File: src/rtl/dly_pkg.sv
`timescale 1ns/1ps
package dly_pkg;
  localparam int unsigned NCH_DEF   = 6;
  localparam int unsigned DLY_W_DEF = 44;
  localparam int unsigned WID_W_DEF = 32;

  typedef enum logic {
    MODE_PULSE = 1'b0,
    MODE_GATE  = 1'b1
  } chan_mode_e;
endpackage

File: src/rtl/dly_cfg.sv
`timescale 1ns/1ps
module dly_cfg #(
  parameter int unsigned NCH = 6,
  parameter int unsigned DW  = 44,
  parameter int unsigned WW  = 32,
  localparam int unsigned SW = $clog2(NCH)
) (
  input  logic                    clk,
  input  logic                    rst,
  input  logic                    run,
  input  logic                    we,
  input  logic [SW-1:0]           sel,
  input  logic [DW-1:0]           delay,
  input  logic [WW-1:0]           width,
  input  logic                    mode,
  input  logic                    inv,
  output logic [NCH-1:0][DW-1:0]  sh_delay,
  output logic [NCH-1:0][WW-1:0]  sh_width,
  output logic [NCH-1:0]          sh_mode,
  output logic [NCH-1:0]          sh_inv
);
  logic [NCH-1:0][DW-1:0] lv_delay;
  logic [NCH-1:0][WW-1:0] lv_width;
  logic [NCH-1:0]         lv_mode;
  logic [NCH-1:0]         lv_inv;

  for (genvar i = 0; i < NCH; i++) begin : g_ch
    // live settings, written from the configuration port
    always_ff @(posedge clk) begin
      if (rst) begin
        lv_delay[i] <= '0;
        lv_width[i] <= '0;
        lv_mode[i]  <= 1'b0;
        lv_inv[i]   <= 1'b0;
      end else if (we && sel == SW'(i)) begin
        lv_delay[i] <= delay;
        lv_width[i] <= width;
        lv_mode[i]  <= mode;
        lv_inv[i]   <= inv;
      end
    end

    // shadows follow the live copy while idle and freeze during a run
    always_ff @(posedge clk) begin
      if (rst) begin
        sh_delay[i] <= '0;
        sh_width[i] <= '0;
        sh_mode[i]  <= 1'b0;
        sh_inv[i]   <= 1'b0;
      end else if (!run) begin
        sh_delay[i] <= lv_delay[i];
        sh_width[i] <= lv_width[i];
        sh_mode[i]  <= lv_mode[i];
        sh_inv[i]   <= lv_inv[i];
      end
    end
  end

  AST_SHADOW_FROZEN: assert property (@(posedge clk) disable iff (rst)
    (run && $past(run)) |-> ($stable(sh_delay) && $stable(sh_width) &&
                             $stable(sh_mode) && $stable(sh_inv)));
endmodule

File: src/rtl/dly_chan.sv
`timescale 1ns/1ps
module dly_chan #(
  parameter int unsigned DW = 44,
  parameter int unsigned WW = 32
) (
  input  logic          clk,
  input  logic          rst,
  input  logic          start,
  input  logic          run,
  input  logic [DW-1:0] cnt,
  input  logic [DW-1:0] dly,
  input  logic [WW-1:0] wid,
  input  logic          gate_md,
  output logic          hit,
  output logic          fired,
  output logic          pls,
  output logic          done_q
);
  logic [WW-1:0] wcnt;

  assign hit = run && !fired && (cnt == dly);

  always_ff @(posedge clk) begin
    if (rst) begin
      fired  <= 1'b0;
      pls    <= 1'b0;
      wcnt   <= '0;
      done_q <= 1'b0;
    end else begin
      done_q <= hit;
      if (start) begin
        fired <= 1'b0;
        pls   <= 1'b0;
        wcnt  <= '0;
      end else if (hit) begin
        fired <= 1'b1;
        if (!gate_md) begin
          pls  <= 1'b1;
          wcnt <= (wid == '0) ? '0 : wid - 1'b1;
        end
      end else if (pls) begin
        if (wcnt == '0) pls  <= 1'b0;
        else            wcnt <= wcnt - 1'b1;
      end
    end
  end

  AST_SINGLE_FIRE: assert property (@(posedge clk) disable iff (rst)
    hit |=> !hit);
endmodule

File: src/rtl/dly_pair.sv
`timescale 1ns/1ps
module dly_pair #(
  parameter int unsigned DW = 44
) (
  input  logic          clk,
  input  logic          rst,
  input  logic          start,
  input  logic          arm,
  input  logic          gm,
  input  logic [DW-1:0] dly_e,
  input  logic [DW-1:0] dly_l,
  input  logic          hit_e,
  input  logic          hit_l,
  input  logic          pls_e,
  input  logic          pls_l,
  input  logic          done_e,
  input  logic          done_l,
  input  logic          inv_e,
  input  logic          inv_l,
  output logic [1:0]    out_q,
  output logic [1:0]    done_q,
  output logic          err_q
);
  import dly_pkg::*;

  logic gate_on;
  logic bad;
  logic g_q;
  logic lvl_e, lvl_l;

  assign gate_on = (gm == MODE_GATE);
  assign bad     = gate_on && (dly_l <= dly_e);

  always_ff @(posedge clk) begin
    if (rst || start) begin
      g_q <= 1'b0;
    end else if (gate_on && !bad) begin
      if (hit_e)      g_q <= 1'b1;
      else if (hit_l) g_q <= 1'b0;
    end
  end

  assign lvl_e = gate_on ? g_q : pls_e;
  assign lvl_l = gate_on ? 1'b0 : pls_l;

  always_ff @(posedge clk) begin
    if (rst) begin
      out_q  <= '0;
      done_q <= '0;
      err_q  <= 1'b0;
    end else begin
      out_q  <= {lvl_l ^ inv_l, lvl_e ^ inv_e};
      done_q <= {done_l, done_e};
      if (arm) err_q <= bad;
    end
  end

  AST_GATE_BLOCKED: assert property (@(posedge clk) disable iff (rst)
    bad |-> !g_q);
  AST_ODD_IDLE: assert property (@(posedge clk) disable iff (rst)
    $past(gm) |-> (out_q[1] == $past(inv_l)));
endmodule

File: src/rtl/dly_gen_top.sv
`timescale 1ns/1ps
module dly_gen_top
  import dly_pkg::*;
#(
  parameter int unsigned NCH = NCH_DEF,
  parameter int unsigned DW  = DLY_W_DEF,
  parameter int unsigned WW  = WID_W_DEF,
  localparam int unsigned SW = $clog2(NCH),
  localparam int unsigned NP = NCH / 2
) (
  input  logic            clk,
  input  logic            rst,
  input  logic            trig_i,
  input  logic            cfg_we_i,
  input  logic [SW-1:0]   cfg_sel_i,
  input  logic [DW-1:0]   cfg_delay_i,
  input  logic [WW-1:0]   cfg_width_i,
  input  logic            cfg_mode_i,
  input  logic            cfg_inv_i,
  output logic [NCH-1:0]  out_o,
  output logic [NCH-1:0]  done_o,
  output logic            busy_o,
  output logic            overrun_o,
  output logic [NP-1:0]   gate_err_o
);
  logic                   run, start, start_d;
  logic [DW-1:0]          cnt;
  logic [NCH-1:0][DW-1:0] sh_delay;
  logic [NCH-1:0][WW-1:0] sh_width;
  logic [NCH-1:0]         sh_mode, sh_inv;
  logic [NCH-1:0]         hit, fired, pls, ch_done;

  assign start = trig_i && !run;

  // shared time base
  always_ff @(posedge clk) begin
    if (rst) begin
      run       <= 1'b0;
      cnt       <= '0;
      start_d   <= 1'b0;
      overrun_o <= 1'b0;
    end else begin
      start_d <= start;
      if (trig_i && run) overrun_o <= 1'b1;
      if (start) begin
        run <= 1'b1;
        cnt <= '0;
      end else if (run) begin
        cnt <= cnt + 1'b1;
        if (&fired && !(|pls)) run <= 1'b0;
      end
    end
  end

  assign busy_o = run;

  dly_cfg #(.NCH(NCH), .DW(DW), .WW(WW)) u_cfg (
    .clk(clk), .rst(rst), .run(run),
    .we(cfg_we_i), .sel(cfg_sel_i), .delay(cfg_delay_i),
    .width(cfg_width_i), .mode(cfg_mode_i), .inv(cfg_inv_i),
    .sh_delay(sh_delay), .sh_width(sh_width),
    .sh_mode(sh_mode), .sh_inv(sh_inv)
  );

  for (genvar p = 0; p < NP; p++) begin : g_pair
    for (genvar h = 0; h < 2; h++) begin : g_ch
      dly_chan #(.DW(DW), .WW(WW)) u_ch (
        .clk(clk), .rst(rst), .start(start), .run(run), .cnt(cnt),
        .dly(sh_delay[2*p+h]), .wid(sh_width[2*p+h]),
        .gate_md(sh_mode[2*p] == MODE_GATE),
        .hit(hit[2*p+h]), .fired(fired[2*p+h]),
        .pls(pls[2*p+h]), .done_q(ch_done[2*p+h])
      );
    end

    dly_pair #(.DW(DW)) u_pair (
      .clk(clk), .rst(rst), .start(start), .arm(start_d),
      .gm(sh_mode[2*p]),
      .dly_e(sh_delay[2*p]), .dly_l(sh_delay[2*p+1]),
      .hit_e(hit[2*p]), .hit_l(hit[2*p+1]),
      .pls_e(pls[2*p]), .pls_l(pls[2*p+1]),
      .done_e(ch_done[2*p]), .done_l(ch_done[2*p+1]),
      .inv_e(sh_inv[2*p]), .inv_l(sh_inv[2*p+1]),
      .out_q(out_o[2*p+1:2*p]), .done_q(done_o[2*p+1:2*p]),
      .err_q(gate_err_o[p])
    );
  end

  AST_TIMEBASE_STEP: assert property (@(posedge clk) disable iff (rst)
    (run && $past(run)) |-> (cnt == $past(cnt) + 1'b1));
  AST_OVERRUN_SET: assert property (@(posedge clk) disable iff (rst)
    (trig_i && run) |=> overrun_o);
  AST_OVERRUN_STICKY: assert property (@(posedge clk) disable iff (rst)
    overrun_o |=> overrun_o);
  AST_NO_RESTART: assert property (@(posedge clk) disable iff (rst)
    (trig_i && run) |=> (cnt == $past(cnt) + 1'b1 || !run));
endmodule

File: config.mk
export PLATFORM = sky130hd
export DESIGN_NAME = dly_gen_top
export DESIGN_NICKNAME = d
export VERILOG_FILES = /design/src/rtl/dly_pkg.sv /design/src/rtl/dly_cfg.sv /design/src/rtl/dly_chan.sv /design/src/rtl/dly_pair.sv /design/src/rtl/dly_gen_top.sv
export SDC_FILE = /design/constraint.sdc
export NUM_CORES = 2
export LEC_CHECK = 0
export ABC_AREA = 0
export BUFFER_PORTS_ARGS = -buffer_cell sky130_fd_sc_hd__buf_2
export CAP_MARGIN = 30
export CORE_UTILIZATION = 25
export DETAILED_ROUTE_END_ITERATION = 8
export SLEW_MARGIN = 20
export SYNTH_ARGS = -nofsm -noshare
export SYNTH_HDL_FRONTEND = slang
export SYNTH_HIERARCHICAL = 1
export SYNTH_SLANG_ARGS = --single-unit
File: constraint.sdc
create_clock -name clk -period 6.39 [get_ports clk]
set_clock_uncertainty 0.15 [all_clocks]
set_input_delay 0.639 -clock clk [delete_from_list [all_inputs] [get_ports clk]]
set_output_delay 0.639 -clock clk [all_outputs]
set_load 0.005 [all_outputs]
==> After elaboration in Yosys (flattened, before gate mapping) <==
Index checks and enable logic that the tools add are counted.
{ "word_totals": {"reg_bits": 1205, "output_inout_bits": 17, "elab_cells": 266} }
{ "op_classes": {"addsub": 13, "order_cmp": 3, "eq_ne": 23, "n_mux": 66, "bitwise": 6, "n_reduce_logical": 73} }
{ "ops": {"columns": ["operator", "count"], "rows": [
  ["32-bit two-way mux", 30],
  ["32-bit logical NOT", 12],
  ["32-bit by 1-bit subtractor with 32-bit output, second input constant", 12],
  ["44-bit == test", 6],
  ["44-bit less-or-equal comparator", 3],
  ["44-bit by 1-bit adder with 44-bit output, second input constant", 1],
  ["1-bit two-way mux", 36],
  ["1-bit logical AND", 27],
  ["3-bit AND reduction", 6],
  ["2-bit nonzero test", 9],
  ["2-bit by 1-bit inequality test with 1-bit output, second input constant", 6],
  ["2-bit inequality test, second input constant", 6],
  ["1-bit logical NOT", 11],
  ["3-bit by 2-bit == test with 1-bit output, second input constant", 2],
  ["3-bit == test, second input constant", 2],
  ["2-bit AND reduction", 3],
  ["6-bit AND reduction", 1],
  ["6-bit OR reduction", 1],
  ["1-bit bitwise XOR", 6],
  ["3-bit by 1-bit == test with 1-bit output, second input constant", 1],
  ["3-bit logical NOT", 1],
  ["2-bit OR reduction", 1],
  ["1-bit logical OR", 1]
]} }

==> Longest topological paths before layout <==
{ "logic_depth": {"ltp_word": 6, "depth_mapped": 10} }

==> Hierarchy <==
Netlist, hierarchy kept.
{ "by_module_without_submodules": {"columns": ["module", "instances", "cells_per_inst", "area_per_inst_um2", "seq_area_each_um2"], "rows": [
  ["dly_cfg", 1, 3113, 34395.5, 18738.0],
  ["dly_chan at g_pair[0].g_ch[1].u_ch ...", 4, 451, 3412.0, 700.7],
  ["dly_pair", 3, 182, 1412.6, 120.1],
  ["dly_chan at g_pair[2].g_ch[1].u_ch", 1, 450, 3315.7, 700.7],
  ["dly_chan at g_pair[0].g_ch[0].u_ch", 1, 434, 3269.4, 700.7],
  ["dly_gen_top", 1, 281, 2397.3, 940.9]
]} }

==> Least setup slack after synthesis <==
Ideal clock, no wire load.
{ "synth_path": {"kind": "register to register", "start": "register cnt[34]", "end": "register g_pair[2].u_pair.g_q", "setup_ps": 123, "t_arrival_ps": 2791, "required_time_ps": 6117, "setup_slack_ps": 3326, "stages_incl_launch_ff": 10, "n_path_buf": 2, "synth_period_minus_slack_ps": 3064, "path_cell_list": "dfxtp_1 xnor2_1 nand4_1 or4_1 nor3_1 clkbuf_1 buf_1 nand3_1 o211ai_1 o21ai_1"} }
{ "synth_via": {"elab_chain_len": 4, "elab_cells_between_ends": 7, "classes_between": "eq/ne (2); mux (1); reduce/logical (4)"} }
{ "synth_lines": {"columns": ["element", "line_no", "text"], "rows": [
  ["start: declaration", "dly_gen_top.sv:27", "logic [DW-1:0] cnt;"],
  ["start signal: assignment", "dly_gen_top.sv:49", "cnt <= cnt + 1'b1;"],
  ["44-bit == test", "dly_chan.sv:21", "assign hit = run && !fired && (cnt == dly);"],
  ["1-bit logical AND", "dly_chan.sv:21", null],
  ["named net hit[5]", "dly_gen_top.sv:31", "logic [NCH-1:0] hit, fired, pls, ch_done;"],
  ["2-bit nonzero test (no source line)", null, null],
  ["2-bit AND reduction (no source line)", null, null],
  ["end signal: assignment", "dly_pair.sv:36", "g_q <= 1'b0;"],
  ["end signal: assignment", "dly_pair.sv:38", "if (hit_e) g_q <= 1'b1;"],
  ["end signal: assignment", "dly_pair.sv:39", "else if (hit_l) g_q <= 1'b0;"],
  ["end: declaration", "dly_pair.sv:28", "logic g_q;"]
]} }
The timed path passes the listed nets, and every way through them passes these cells.
A chain may end at the register's enable or synchronous reset.

==> Worst setup path after layout <==
{ "layout_path": {"start": "register run (netlist: busy_o)", "end": "register g_pair[2].g_ch[1].u_ch.wcnt[1]"} }
{ "layout_via": {"elab_chain_len": 4, "elab_cells_between_ends": 10, "classes_between": "eq/ne (2); mux (1); reduce/logical (7)"} }
{ "layout_lines": {"columns": ["element", "line_no", "text"], "rows": [
  ["start: declaration", "dly_gen_top.sv:26", "logic run, start, start_d;"],
  ["start signal: assignment", "dly_gen_top.sv:38", "run <= 1'b0;"],
  ["start signal: assignment", "dly_gen_top.sv:46", "run <= 1'b1;"],
  ["start signal: assignment", "dly_gen_top.sv:50", "if (&fired && !(|pls)) run <= 1'b0;"],
  ["1-bit logical AND (2 in series)", "dly_chan.sv:21", null],
  ["2-bit by 1-bit inequality test with 1-bit output (no source line) (tied with other cells)", null, null],
  ["3-bit AND reduction (no source line)", null, null],
  ["end signal: assignment", "dly_chan.sv:39", "wcnt <= (wid == '0) ? '0 : wid - 1'b1;"],
  ["end signal: assignment", "dly_chan.sv:43", "else wcnt <= wcnt - 1'b1;"],
  ["end: declaration", "dly_chan.sv:19", "logic [WW-1:0] wcnt;"]
]} }
Several ways; a longest one is shown, not always the timed one.

==> run metrics <==
die span in y=roughly 500 um; WHS Path Cells=2; Net Sw Power=6.62 mW; yosys warns=6; Pwr Total=21.3 mW; count of buffers from port buffering=101; Post-Syn Nets=6,846; vias in the first global route=47,111; nets=between 6,000 and 7,000; Root Buffer=clkbuf_16; Max clock buf depth=3; RSZ-0062 raised after global routing=false; Final Hold Fails=0; actual slew at the worst max-slew pin=1.08 ns; total die area=0.246 mm^2; std cell rows=181; power density over cell area=between 300 and 400 mW/mm^2; drc violations=4; Flop pwr share=37.9%; CP arrival=4.69 ns; global-route wire length before repair=313,000 um; worst path required time=6.92 ns; CP most frequent cell=nor2_1; clk slew on worst S/H paths=0.06 ns; layout cell share with drive strength beyond 1=under 10%; VDD IR max=around 0.27 mV; global route overflow=0; antenna viol nets, final=0; Clk pwr share=between 40% and 50%; fmax=0.240 GHz; combinational group share of total power=21.3%; Filler Cell Count=25,421; hold_sp=rst; min-delay worst type=input port to register; GPL Wtd Cong=0.960; final worst-path cycle share=around 65%; CP Class=register to register; initial antenna violation count=12; Setup Fix Bufs, Post-CTS=0; internal power=14.7 mW; Multi-input gate area=about 0.035 mm^2; Core Footprint=around 0.24 mm^2; slew margin rel.=27.3%; Layout area overhead=14.1%; # clock sinks=around 1,200; area of the mapped netlist=0.0611 mm^2; sw frac=31.1%; Mean Syn Cell Area=9.24 um^2; TritonCTS clock tree=done; reg-to-reg slack, setup=2.23 ns; Inserted Clock Buffers=138; failing checks=design-rule violations; Setup-failing EPs final=0; post-synthesis cell count=about 6,600; min Tclk post-route=4.16 ns; post-CTS sizing=0; routed vias=49,462; global router's overall resource usage=about 17%; Final HPWL DP=156,000 um; Lkg Pwr=28.7 nW; max-cap violation count=0; drt first pass iters=8; WL/cell=between 20 and 25 um; worst r2r path cells=8; max-slew violations=0; Clk Latency, worst-skew pair=0.85 ns; drt first-iter violations=4,528; critical path fanouts, max=44; cts-stage hold buffer count=1; max incr delay on CP=0.89 ns; IO Pins=roughly 100; crit path capture type=register; reg-to-reg endpoint=g_pair[2].g_ch[1].u_ch/wcnt[1]; Hold Path Sink=g_pair[1].u_pair/done_q[1]; Register Area=0.0241 mm^2; Setup crit start kind=register; largest net degree at the start of global routing=176; reg-to-reg startpoint=busy_o; Slowest-stage cell, CP=dfxtp_4; Initial Utilization=between 20% and 30%; crit path from=busy_o; Die Wd=496 um; status=finished, violations left; vias per cell=5.02; CP cell instances=buf_4 > nor2b_1 > nand2_1 > nor4_1 > nand4_2 > nor2_1 > nor2_1 > a211oi_1; DRT Wirelength=214,000 um; H-tree levels=4; post-route setup TNS=0 ns
## worst max path at each step
stage / depth (start not counted) / to / slack [ns]
3_3_place_gp: 7 / g_pair[2].g_ch[0].u_ch/wcnt[4] / 1.91
5_1_grt: 8 / g_pair[2].g_ch[1].u_ch/wcnt[26] / 2.00
6_report: 8 / g_pair[2].g_ch[1].u_ch/wcnt[1] / 2.23
2_1_floorplan: 9 / g_pair[2].u_pair/g_q / 3.33
3_5_place_dp: 7 / g_pair[0].g_ch[0].u_ch/wcnt[16] / 2.22
4_1_cts: 7 / g_pair[1].g_ch[0].u_ch/wcnt[20] / 2.20
## placed cells by master, fill, tap and decap left out, types with 165 or more instances in the layout
cell type and instances:
inv_1 185, dfxtp_1 1204, nand2b_1 582, nor2_1 751, xnor2_1 326, nand4_1 181
a21oi_1 237, nor4_1 170, mux2i_1 948, nor3_1 165
## metrics by stage
stage          instances  instance area, um^2  hold slack [ns]  worst slack (ns)  util [%]
2_1_floorplan       6610                61100            0.264              3.33         -
3_3_place_gp        9600                64500            0.278              1.91      26.5
3_5_place_dp        9604                64600            0.281              2.22      26.6
4_1_cts             9851                69600           0.0625              2.20      28.6
5_1_grt             9857                69700           0.0993              2.00      28.7
6_report            9861                69700           0.0702              2.23      28.7
## area by class of cell
class                   instances  share of cell area (%)
multi-input cells            4841                    49.6
flip-flops and latches       1205                    34.6
well taps                    3202                    5.75
clock buffers                 188                    5.69
repair buffers                177                    1.80
clock inverters                58                    1.53
inverters                     185                   0.996
diodes                          5                  0.0180
## power by group through the flow
stage               clock network [mW]  registers, mW  logic [mW]
floorplan                            0           8.11        3.39
global placement                     0           8.21        4.36
detailed placement                   0           8.22        4.41
CTS                               8.86           8.06        4.45
global route                      9.14           8.09        4.92
finish                            8.68           8.07        4.53
## layer usage
| metal | wire, um | track usage (%) | vias up |
|---|---|---|---|
| met4 | 6940 | 5.88 | 2 |
| li1 | - | - | 23289 |
| met1 | 97000 | 22.6 | 24349 |
| met2 | 99200 | 27.7 | 1513 |
| met5 | 11 | 0 | - |
| met3 | 10800 | 2.15 | 309 |
## registers in the layout, summed over array words and instances (netlist names), 44 cells and up
register,count
g_pair.g_ch.u_ch/wcnt,192
u_cfg/lv_delay,264
cnt,44
u_cfg/sh_width,192
u_cfg/lv_width,192
u_cfg/sh_delay,264
## worst max-delay path: cells and delay by family, from the launching register on
kind | cells | cell delay [ns]
AO/OA/AOI/OAI | 1 | 0.23
AND/OR/NAND/NOR | 6 | 2.14
flip-flops | 1 | 0.89
buffers and inverters | 1 | 0.58
(Power assumes the default switching activity.)
